==> config.mk <==
export PLATFORM = sky130hd
export DESIGN_NAME = gcb_top
export DESIGN_NICKNAME = d
export VERILOG_FILES = /design/src/rtl/gcb_pkg.sv /design/src/rtl/gcb_bus_if.sv /design/src/rtl/gcb_cfg_store.sv /design/src/rtl/gcb_shifter.sv /design/src/rtl/gcb_top.sv
export SDC_FILE = /design/constraint.sdc
export NUM_CORES = 2
export LEC_CHECK = 0
export ABC_AREA = 1
export CORE_MARGIN = 3
export CORE_UTILIZATION = 35
export DETAILED_ROUTE_END_ITERATION = 16
export DONT_BUFFER_PORTS = 1
export GPL_TIMING_DRIVEN = 0
export SLEW_MARGIN = 10
export SYNTH_ARGS = -nofsm -noshare
export SYNTH_HDL_FRONTEND = slang
export SYNTH_SLANG_ARGS = --single-unit
==> constraint.sdc <==
create_clock -name clk -period 3.45 [get_ports clk]
set_input_delay 0.5175 -clock clk [delete_from_list [all_inputs] [get_ports clk]]
set_output_delay 0.5175 -clock clk [all_outputs]
set_load 0.01 [all_outputs]
==> src/rtl/gcb_pkg.sv <==
// Package gcb_pkg
// Shared constants for the pad configuration bank: byte offsets of the registers.
// Assumes a byte-addressed bank in which every register sits on a 32-bit word boundary.
package gcb_pkg;
    localparam int OFS_XFER = 'h00;
    localparam int OFS_DLO  = 'h0C;
    localparam int OFS_DHI  = 'h10;
    localparam int OFS_CFG0 = 'h24;
    localparam int DW       = 32;
endpackage

==> src/rtl/gcb_bus_if.sv <==
// Module gcb_bus_if
// Turns cyc/stb into a one-cycle access pulse and a registered acknowledge.
// Assumes the master holds its request until it sees ack, then drops it.
module gcb_bus_if (
    input  logic clk,
    input  logic rst_n,
    input  logic cyc,
    input  logic stb,
    output logic acc,
    output logic ack
);
    // Access pulse: a new request that has not been acknowledged yet
    assign acc = cyc & stb & ~ack;

    // Acknowledge register: high one cycle after the request
    always_ff @(posedge clk) begin
        if (!rst_n) ack <= 1'b0;
        else        ack <= acc;
    end
endmodule

==> src/rtl/gcb_cfg_store.sv <==
// Module gcb_cfg_store
// One configuration register per pad, a read port, and a flattened view.
// The flattened view puts the highest pad in the top bits.
// Assumes wpad and rpad lie inside 0..NPADS-1 whenever they are used.
module gcb_cfg_store #(
    parameter int NPADS = 38,
    parameter int CFGW  = 13,
    localparam int PIW   = $clog2(NPADS),
    localparam int TOTAL = NPADS * CFGW
) (
    input  logic             clk,
    input  logic             rst_n,
    input  logic             wr,
    input  logic [PIW-1:0]   wpad,
    input  logic [CFGW-1:0]  wval,
    input  logic [PIW-1:0]   rpad,
    output logic [CFGW-1:0]  rval,
    output logic [TOTAL-1:0] flat
);
    logic [CFGW-1:0] cfg [NPADS];

    for (genvar p = 0; p < NPADS; p++) begin : g_pad
        // Configuration register of pad p
        always_ff @(posedge clk) begin
            if (!rst_n)                      cfg[p] <= '0;
            else if (wr && wpad == PIW'(p))  cfg[p] <= wval;
        end
        assign flat[p*CFGW +: CFGW] = cfg[p];
    end

    // Read select over all pads
    always_comb begin
        rval = '0;
        for (int p = 0; p < NPADS; p++)
            if (rpad == PIW'(p)) rval = cfg[p];
    end
endmodule

==> src/rtl/gcb_shifter.sv <==
// Module gcb_shifter
// Takes a snapshot of all configuration words when start is pulsed and shifts it out
// MSB first, one bit per cycle, then pulses load for one cycle.
// A start while busy is ignored.
module gcb_shifter #(
    parameter int TOTAL = 494,
    localparam int CNTW = $clog2(TOTAL + 1)
) (
    input  logic             clk,
    input  logic             rst_n,
    input  logic             start,
    input  logic [TOTAL-1:0] flat,
    output logic             busy,
    output logic             ser_data,
    output logic             ser_shift,
    output logic             ser_load
);
    logic [TOTAL-1:0] shadow;
    logic [CNTW-1:0]  cnt;

    // Snapshot, shift and count sequence
    always_ff @(posedge clk) begin
        if (!rst_n) begin
            shadow   <= '0;
            cnt      <= '0;
            busy     <= 1'b0;
            ser_load <= 1'b0;
        end else begin
            ser_load <= 1'b0;
            if (!busy && start) begin
                shadow <= flat;
                cnt    <= CNTW'(TOTAL);
                busy   <= 1'b1;
            end else if (busy) begin
                shadow <= shadow << 1;
                cnt    <= cnt - 1'b1;
                if (cnt == CNTW'(1)) begin
                    busy     <= 1'b0;
                    ser_load <= 1'b1;
                end
            end
        end
    end

    assign ser_shift = busy;
    assign ser_data  = busy & shadow[TOTAL-1];
endmodule

==> src/rtl/gcb_top.sv <==
// Module gcb_top
// Pad configuration register bank: per-pad configuration words, a transfer
// register that pushes them to the pad chain, and the pad output data registers.
// Assumes 32 < NPADS <= 64 and an address space wide enough for every pad.
module gcb_top
    import gcb_pkg::*;
#(
    parameter int NPADS = 38,
    parameter int CFGW  = 13,
    parameter int AW    = 8,
    localparam int PIW   = $clog2(NPADS),
    localparam int HIW   = NPADS - 32,
    localparam int TOTAL = NPADS * CFGW,
    localparam int WIW   = AW - 2
) (
    input  logic             clk,
    input  logic             rst_n,
    input  logic             bus_cyc,
    input  logic             bus_stb,
    input  logic             bus_we,
    input  logic [AW-1:0]    bus_adr,
    input  logic [DW-1:0]    bus_wdat,
    output logic [DW-1:0]    bus_rdat,
    output logic             bus_ack,
    output logic [NPADS-1:0] pad_data,
    output logic             chain_data,
    output logic             chain_shift,
    output logic             chain_load
);
    logic             acc, wr, busy, start;
    logic             aligned, is_xfer, is_dlo, is_dhi, is_cfg;
    logic [WIW-1:0]   word;
    logic [PIW-1:0]   pad_idx;
    logic [CFGW-1:0]  cfg_rval;
    logic [TOTAL-1:0] cfg_flat;
    logic [31:0]      dlo;
    logic [HIW-1:0]   dhi;
    logic [DW-1:0]    rsel;

    gcb_bus_if u_bus (
        .clk(clk), .rst_n(rst_n), .cyc(bus_cyc), .stb(bus_stb),
        .acc(acc), .ack(bus_ack)
    );

    // Address decode
    assign word    = bus_adr[AW-1:2];
    assign aligned = (bus_adr[1:0] == 2'b00);
    assign is_xfer = aligned && word == WIW'(OFS_XFER / 4);
    assign is_dlo  = aligned && word == WIW'(OFS_DLO / 4);
    assign is_dhi  = aligned && word == WIW'(OFS_DHI / 4);
    assign is_cfg  = aligned && word >= WIW'(OFS_CFG0 / 4)
                             && word <  WIW'(OFS_CFG0 / 4 + NPADS);
    assign pad_idx = PIW'(word - WIW'(OFS_CFG0 / 4));
    assign wr      = acc & bus_we;
    assign start   = wr & is_xfer & bus_wdat[0];

    gcb_cfg_store #(.NPADS(NPADS), .CFGW(CFGW)) u_store (
        .clk(clk), .rst_n(rst_n), .wr(wr & is_cfg), .wpad(pad_idx),
        .wval(bus_wdat[CFGW-1:0]), .rpad(pad_idx), .rval(cfg_rval),
        .flat(cfg_flat)
    );

    gcb_shifter #(.TOTAL(TOTAL)) u_shift (
        .clk(clk), .rst_n(rst_n), .start(start), .flat(cfg_flat),
        .busy(busy), .ser_data(chain_data), .ser_shift(chain_shift),
        .ser_load(chain_load)
    );

    // Pad output data registers
    always_ff @(posedge clk) begin
        if (!rst_n) begin
            dlo <= '0;
            dhi <= '0;
        end else begin
            if (wr && is_dlo) dlo <= bus_wdat;
            if (wr && is_dhi) dhi <= bus_wdat[HIW-1:0];
        end
    end
    assign pad_data = {dhi, dlo};

    // Read data select
    always_comb begin
        rsel = '0;
        if (is_xfer)     rsel = DW'(busy);
        else if (is_dlo) rsel = dlo;
        else if (is_dhi) rsel = DW'(dhi);
        else if (is_cfg) rsel = DW'(cfg_rval);
    end

    // Registered read data, aligned with ack
    always_ff @(posedge clk) begin
        if (!rst_n)               bus_rdat <= '0;
        else if (acc && !bus_we)  bus_rdat <= rsel;
        else                      bus_rdat <= '0;
    end
endmodule

* Yosys cells after proc, flatten, opt, wreduce, memory -nomap -nowiden
Memory sizes are Yosys's and may differ from the RTL's. Index checks and enable logic that the tools add are counted.
Word-level totals: bits in writable memories 494, output and inout bits 74, bits of input ports 45, memory bits (read-only) 0, bits in registers 576, latch bits 0, memories kept 1
Memories:
- u_store.cfg | depth 38, width 13, rd ports 38, clocked after Yosys merged registers in 0, wr ports 38, RTL line gcb_cfg_store.sv:20 | logic [CFGW-1:0] cfg [NPADS];
Cells by class: $mul 0, magnitude comparators 2, reductions and logical operators 57, muxes and demuxes 203, divide/modulo/power cells 0, bitwise logic cells 49, equal/unequal tests 40, shifts and indexed selects 0, add/sub/neg operators 2
Operators with widths (number):
- 2-to-1 mux 13 bit | 78
- 2-to-1 mux 494 bit | 2
- 2-to-1 mux 1 bit | 120
- equality test 6 x 5 -> 1 bit (second input constant) | 16
- equality test 6 x 4 -> 1 bit (second input constant) | 8
- logical AND 1 bit | 47
- bitwise OR 1 bit | 38
- equality test 6 bit (second input constant) | 6
- 2-to-1 mux 32 bit | 1
- equality test 6 x 3 -> 1 bit (second input constant) | 5
- equality test 6 x 2 -> 1 bit (second input constant) | 3
- 2-to-1 mux 9 bit | 2
- zero test 6 bit | 2
- equality test 9 x 1 -> 1 bit (second input constant) | 1
- subtractor 9 x 1 -> 9 bit (second input constant) | 1
- AND 1 bit | 7
- equality test 6 x 1 -> 1 bit (second input constant) | 1
- greater-or-equal comparator 6 x 4 -> 1 bit (second input constant) | 1
- < comparator 6 bit (second input constant) | 1
- OR reduction 3 bit | 2
- subtractor 6 x 4 -> 6 bit (second input constant) | 1
- NOT 1 bit | 4
- zero test 1 bit | 2
- zero test 2 bit | 1
- 3 further kinds | 3

* Longest topological paths before layout
depth after elaboration 44, depth in mapped cells 31

* By module
From an unflattened synthesis, not the netlist that was laid out.
Second synthesis, totals: cells, all modules 6403, area total of the unflattened synthesis 48195.0 µm²
By module, submodules not included:
- gcb_shifter | area each 23228.5 µm², instances 1, cells each 3766
- gcb_cfg_store | area each 22200.0 µm², instances 1, cells each 2282
- gcb_top | area each 2718.9 µm², instances 1, cells each 349
- gcb_bus_if | area each 47.5 µm², instances 1, cells each 6

* Worst setup path after synthesis
OpenSTA, ideal clock, no wires.
path type input-to-reg, start point input port bus_adr[5], end point memory u_store.cfg[4][0] (netlist: u_store.cfg[1][0]) (enable), required time 3049 ps, arrival 2994 ps, setup slack 55 ps, path buffers 2, stages on the path 11, cells stage by stage buf_4 nand2_1 nor2_1 inv_1 a21oi_1 nor3_1 inv_1 nor2_1 inv_1 clkbuf_1 o21ai_0
RTL lines:
- from (decl) | RTL line gcb_top.sv:21 | input logic [AW-1:0] bus_adr,
- to (decl) | RTL line gcb_cfg_store.sv:20

* Worst setup path after layout
start point input port bus_adr[5], end point register bus_rdat[6]
Between the ends: cells in the longest elaborated chain, start to end 43, elaborated cells between the ends (all ways) 91
Ends and longest elaborated chain:
- subtractor 6 x 4 -> 6 bit | RTL line gcb_top.sv:53 | assign pad_idx = PIW'(word - WIW'(OFS_CFG0 / 4));
- zero test 6 bit | RTL line gcb_cfg_store.sv:35 | if (rpad == PIW'(p)) rval = cfg[p];
- 2-to-1 mux 13 bit (38 in series) | RTL line gcb_cfg_store.sv:35
- 2-to-1 mux 13 bit | RTL line gcb_top.sv:87 | else if (is_cfg) rsel = DW'(cfg_rval);
- 2-to-1 mux 13 bit | RTL line gcb_top.sv:86 | else if (is_dhi) rsel = DW'(dhi);
- 2-to-1 mux 32 bit | RTL line gcb_top.sv:85 | else if (is_dlo) rsel = dlo;
- to (signal assigned) | RTL line gcb_top.sv:93 | else if (acc && !bus_we) bus_rdat <= rsel;
- to (decl) | RTL line gcb_top.sv:23 | output logic [DW-1:0] bus_rdat,
Parallel ways exist; a longest one is shown, timed or not. A chain may end at the register's enable or synchronous reset.

==> impl_metrics.toml <==
[status]
outcome = "complete, but fails checks"
failed_checks = "negative setup slack"

[synthesis]
synth_top_area_cell = "edfxtp_1"
ys_types = 39
ys_ff_latch = 1070
synth_cells = 6131
ys.flop_type = "dfxtp_1"
syn_nets = 6178
yosysTopAreaCellShare = 0.313
synth_xor_area_frac = 0.000369
synth_top_family_by_area = "simple AND/OR/NAND/NOR gates"
syn_area_um2 = 47400
ys_top_cells_by_area = "edfxtp_1 31%, dfxtp_1 24%, nand2_1 16%"
yosysWarnings = 0
postSynthAreaPerCell_um2 = 7.74
synth-edff-count = 494
synthMuxAreaShare = 0
synth-adder-area-share = 0.000528
synthSimpleGateAreaFrac = 0.281
synth-seq-area-share = 0.556
synth.most_common_cell = "nand2_1"
synth_compound_area_frac = 0.0627
synthTopCellsByCount = "2069 x nand2_1, 869 x inv_1, 737 x nor2_1"
synthArstFlopShare = 0

[setup_path]
r2r-end = "bus_rdat[6]$_SDFF_PP0_"
r2r_slack_ns = -0.61
r2r_cells = 21
worstSetupPathType = "input pin to flip-flop"
crit_path_end_kind = "flip-flop"
cp_data_required_time_ns = 4.07
reg2reg_from = "u_store.cfg[0][32]$_SDFFCE_PN0P_"
crit_path_max_fanout = 10
start_kind = "input pin"
crit_arrival_ns = 4.68

[placement]
dpl.hpwl_mm = 124
gp_congestion = 0.951
dp_worst_setup_slack_ns = -1.81
port_buffers = 0

[clocking]
clkLatencyLatePin_ns = 0.73
tritoncts = "built"
cts_buffer_depth = 3
cts_max_level = 3
root_buffer = "clkbuf_16"
clock_sinks = 1070
cts_buffers = 116
clkSlewWorstSetupHoldPaths_ns = 0.06

[power_and_ir_drop]
vdd_drop_max_v = 0.000421
p_leak_nw = 24.9
p_per_area_nw_per_um2 = 506
p_total_mw = 28.1

[timing]
period_share = 1.18
finalWorstSetupSlack_ns = -0.606
grt_setup_unrepaired = "true"
finalHoldViolCount = 0
tns_ns = -3.52
skew_ns = 0.0371
max-slew-margin-rel = 0.0583
period_needed_ns = 4.06
setup-violations-final = 12
max_freq_ghz = 0.247
timing.hold.ws_ns = 0.0162
maxSlewViolCount = 0
worst_pin_slew_ns = 1.41

[min_path]
hold_end = "dlo[21]$_SDFFE_PN0P_"
hold_path.class = "input pin to flip-flop"
min_from = "bus_wdat[21]"
min_path_cells = 2

[route]
routedWlPerCell_um = 21.3
ant_nets = 0
drt-total-wl_mm = 175
drcViolationCount = 0
vias_per_cell = 5.18
drtPass1Iterations = 6
drt_iter0_markers = 5292
num_vias = 42500

[global_route]
antenna_found_initial = 3
grt_overflow_total = 0
grt_pass1_vias = 39100
grt_max_degree = 16
grt_first_pass_wirelength_mm = 253
grt_util_all_layers = 0.240

[die]
ios = 119
dieHeight_um = 374
rows = 134
initial_core_util = 0.354
fp.dieW_um = 374
die_area_um2 = 140000
coreArea_um2 = 134000

[final_layout]
syn_to_final_growth_pct = 16.9
fill_cells = 13500
multi_input_area_um2 = 17300
drive_above_1_share = 0.0927
final_nets = 6373
seq_area_um2 = 26400

[job]
cap_viol_max_count = 0
-- worst max-delay path by stage --
| stage | slack, ns | endpoint | startpoint |
|---|---|---|---|
| after floorplan | 0.05 | u_store.cfg[1][0]$_SDFFCE_PN0P_ | bus_adr[5] |
| after global placement | -2.49 | u_store.cfg[6][37]$_SDFFCE_PN0P_ | bus_adr[5] |
| after detailed placement | -1.81 | bus_rdat[6]$_SDFF_PP0_ | bus_adr[3] |
| after CTS | -0.57 | bus_rdat[6]$_SDFF_PP0_ | u_store.cfg[0][32]$_SDFFCE_PN0P_ |
| after global routing | -0.65 | bus_rdat[6]$_SDFF_PP0_ | bus_adr[3] |
| final | -0.61 | bus_rdat[6]$_SDFF_PP0_ | bus_adr[5] |
-- report_power, final --
part           internal (mW)  switching (mW)
Sequential              13.5           0.164
Clock                   7.79            5.37
Combinational          0.256            1.02
Total                   21.5            6.55
-- cell usage in the layout, fill, tap and decap left out, types with 5 or more instances in the layout --
cell           instances
buf_6                 16
buf_1                 47
clkbuf_8              20
nand2_2               71
a21oi_2                5
clkbuf_1             287
o221ai_1              69
buf_4                 50
nand4_1               86
nand2_1             1994
inv_1                862
nand2_4                8
clkbuf_2              48
nor2_1               679
nand3_4                5
o21ai_4                7
o21ai_2               28
or2_2                 33
nand3_1              329
o21ai_0              159
o21ai_1                9
nor2_2                50
nor2_4                17
clkbuf_16            122
clkinv_1              11
dlygate4sd3_1         13
bufinv_16             12
dfxtp_1              576
clkinv_2              20
edfxtp_1             494
a21oi_1               92
o211ai_1              97
nand3_2               37
inv_2                  7
buf_2                  6
a21oi_4                5
clkbuf_4               7
-- routing by layer --
metal / wire [um] / global-route usage / vias up / share of wire
met5: 0 / 0 / - / 0
met4: 8260 / 0.103 / 0 / 0.047
met3: 20600 / 0.0634 / 445 / 0.12
met1: 70300 / 0.318 / 20200 / 0.40
li1: - / - / 19600 / -
met2: 75800 / 0.372 / 2294 / 0.43
-- logic make-up after synthesis --
group	count (synthesis)
flops	1070
simple gates	3324
buf+inv	1247
compound gates	486
fa+ha+maj	2
xor+xnor	2
-- worst max-delay path: stages --
cell and delay [ns]:
buf_4 0.17, nand2_2 0.15, nor2_2 0.08, inv_1 0.20, nor2_4 0.10, buf_4 0.19
nand2_1 0.06, nand4_1 0.20, nor2_2 0.22, nand4_1 0.18, nor2_2 0.18, nand4_1 0.22
nor2_2 0.21, nand3_2 0.10, nand2_2 0.08, nand4_1 0.14, nor2_2 0.16, nand4_1 0.20
nor2_2 0.20, nand4_1 0.18, nor2_2 0.21, nand4_1 0.19, nor2_4 0.19, nand4_1 0.15
nand2_1 0.12, nand2_1 0.05
-- per-stage QoR --
step,util,std cells,cell area [um2]
3_3_place_gp,0.371,7899,49600
4_1_cts,0.409,8183,54800
2_1_floorplan,-,6131,47400
6_report,0.414,8198,55400
3_5_place_dp,0.373,7932,49900
5_1_grt,0.414,8196,55400
-- what timing repair did --
item                                     CTS  global route
endpoints found under the hold margin     13             0
pin swaps                                 71           106
hold buffers                              13             0
cloned                                     0             0
buffers inserted                          18            13
endpoints found under the setup margin  1401           919
resized for setup                        194           207
-- cell type report --
class | instances | share of cell area
multi-input combinational | 3814 | 0.312
tap | 1768 | 0.0399
buffer | 375 | 0.0284
timing repair buffer | 77 | 0.0122
clock inverter | 49 | 0.0107
antenna | 2 | 0.0000903
clock buffer | 171 | 0.0620
sequential | 1070 | 0.476
inverter | 872 | 0.0591
-- registers in the layout (all words and copies together) (netlist names) --
register / cells
u_shift.busy: 1
bus_rdat: 32
u_store.cfg: 494
u_shift.cnt: 9
u_shift.ser_load: 1
u_bus.ack: 1
u_shift.shadow: 494
dhi: 6
dlo: 32
Note: power is estimated with default switching activity, not from simulation.
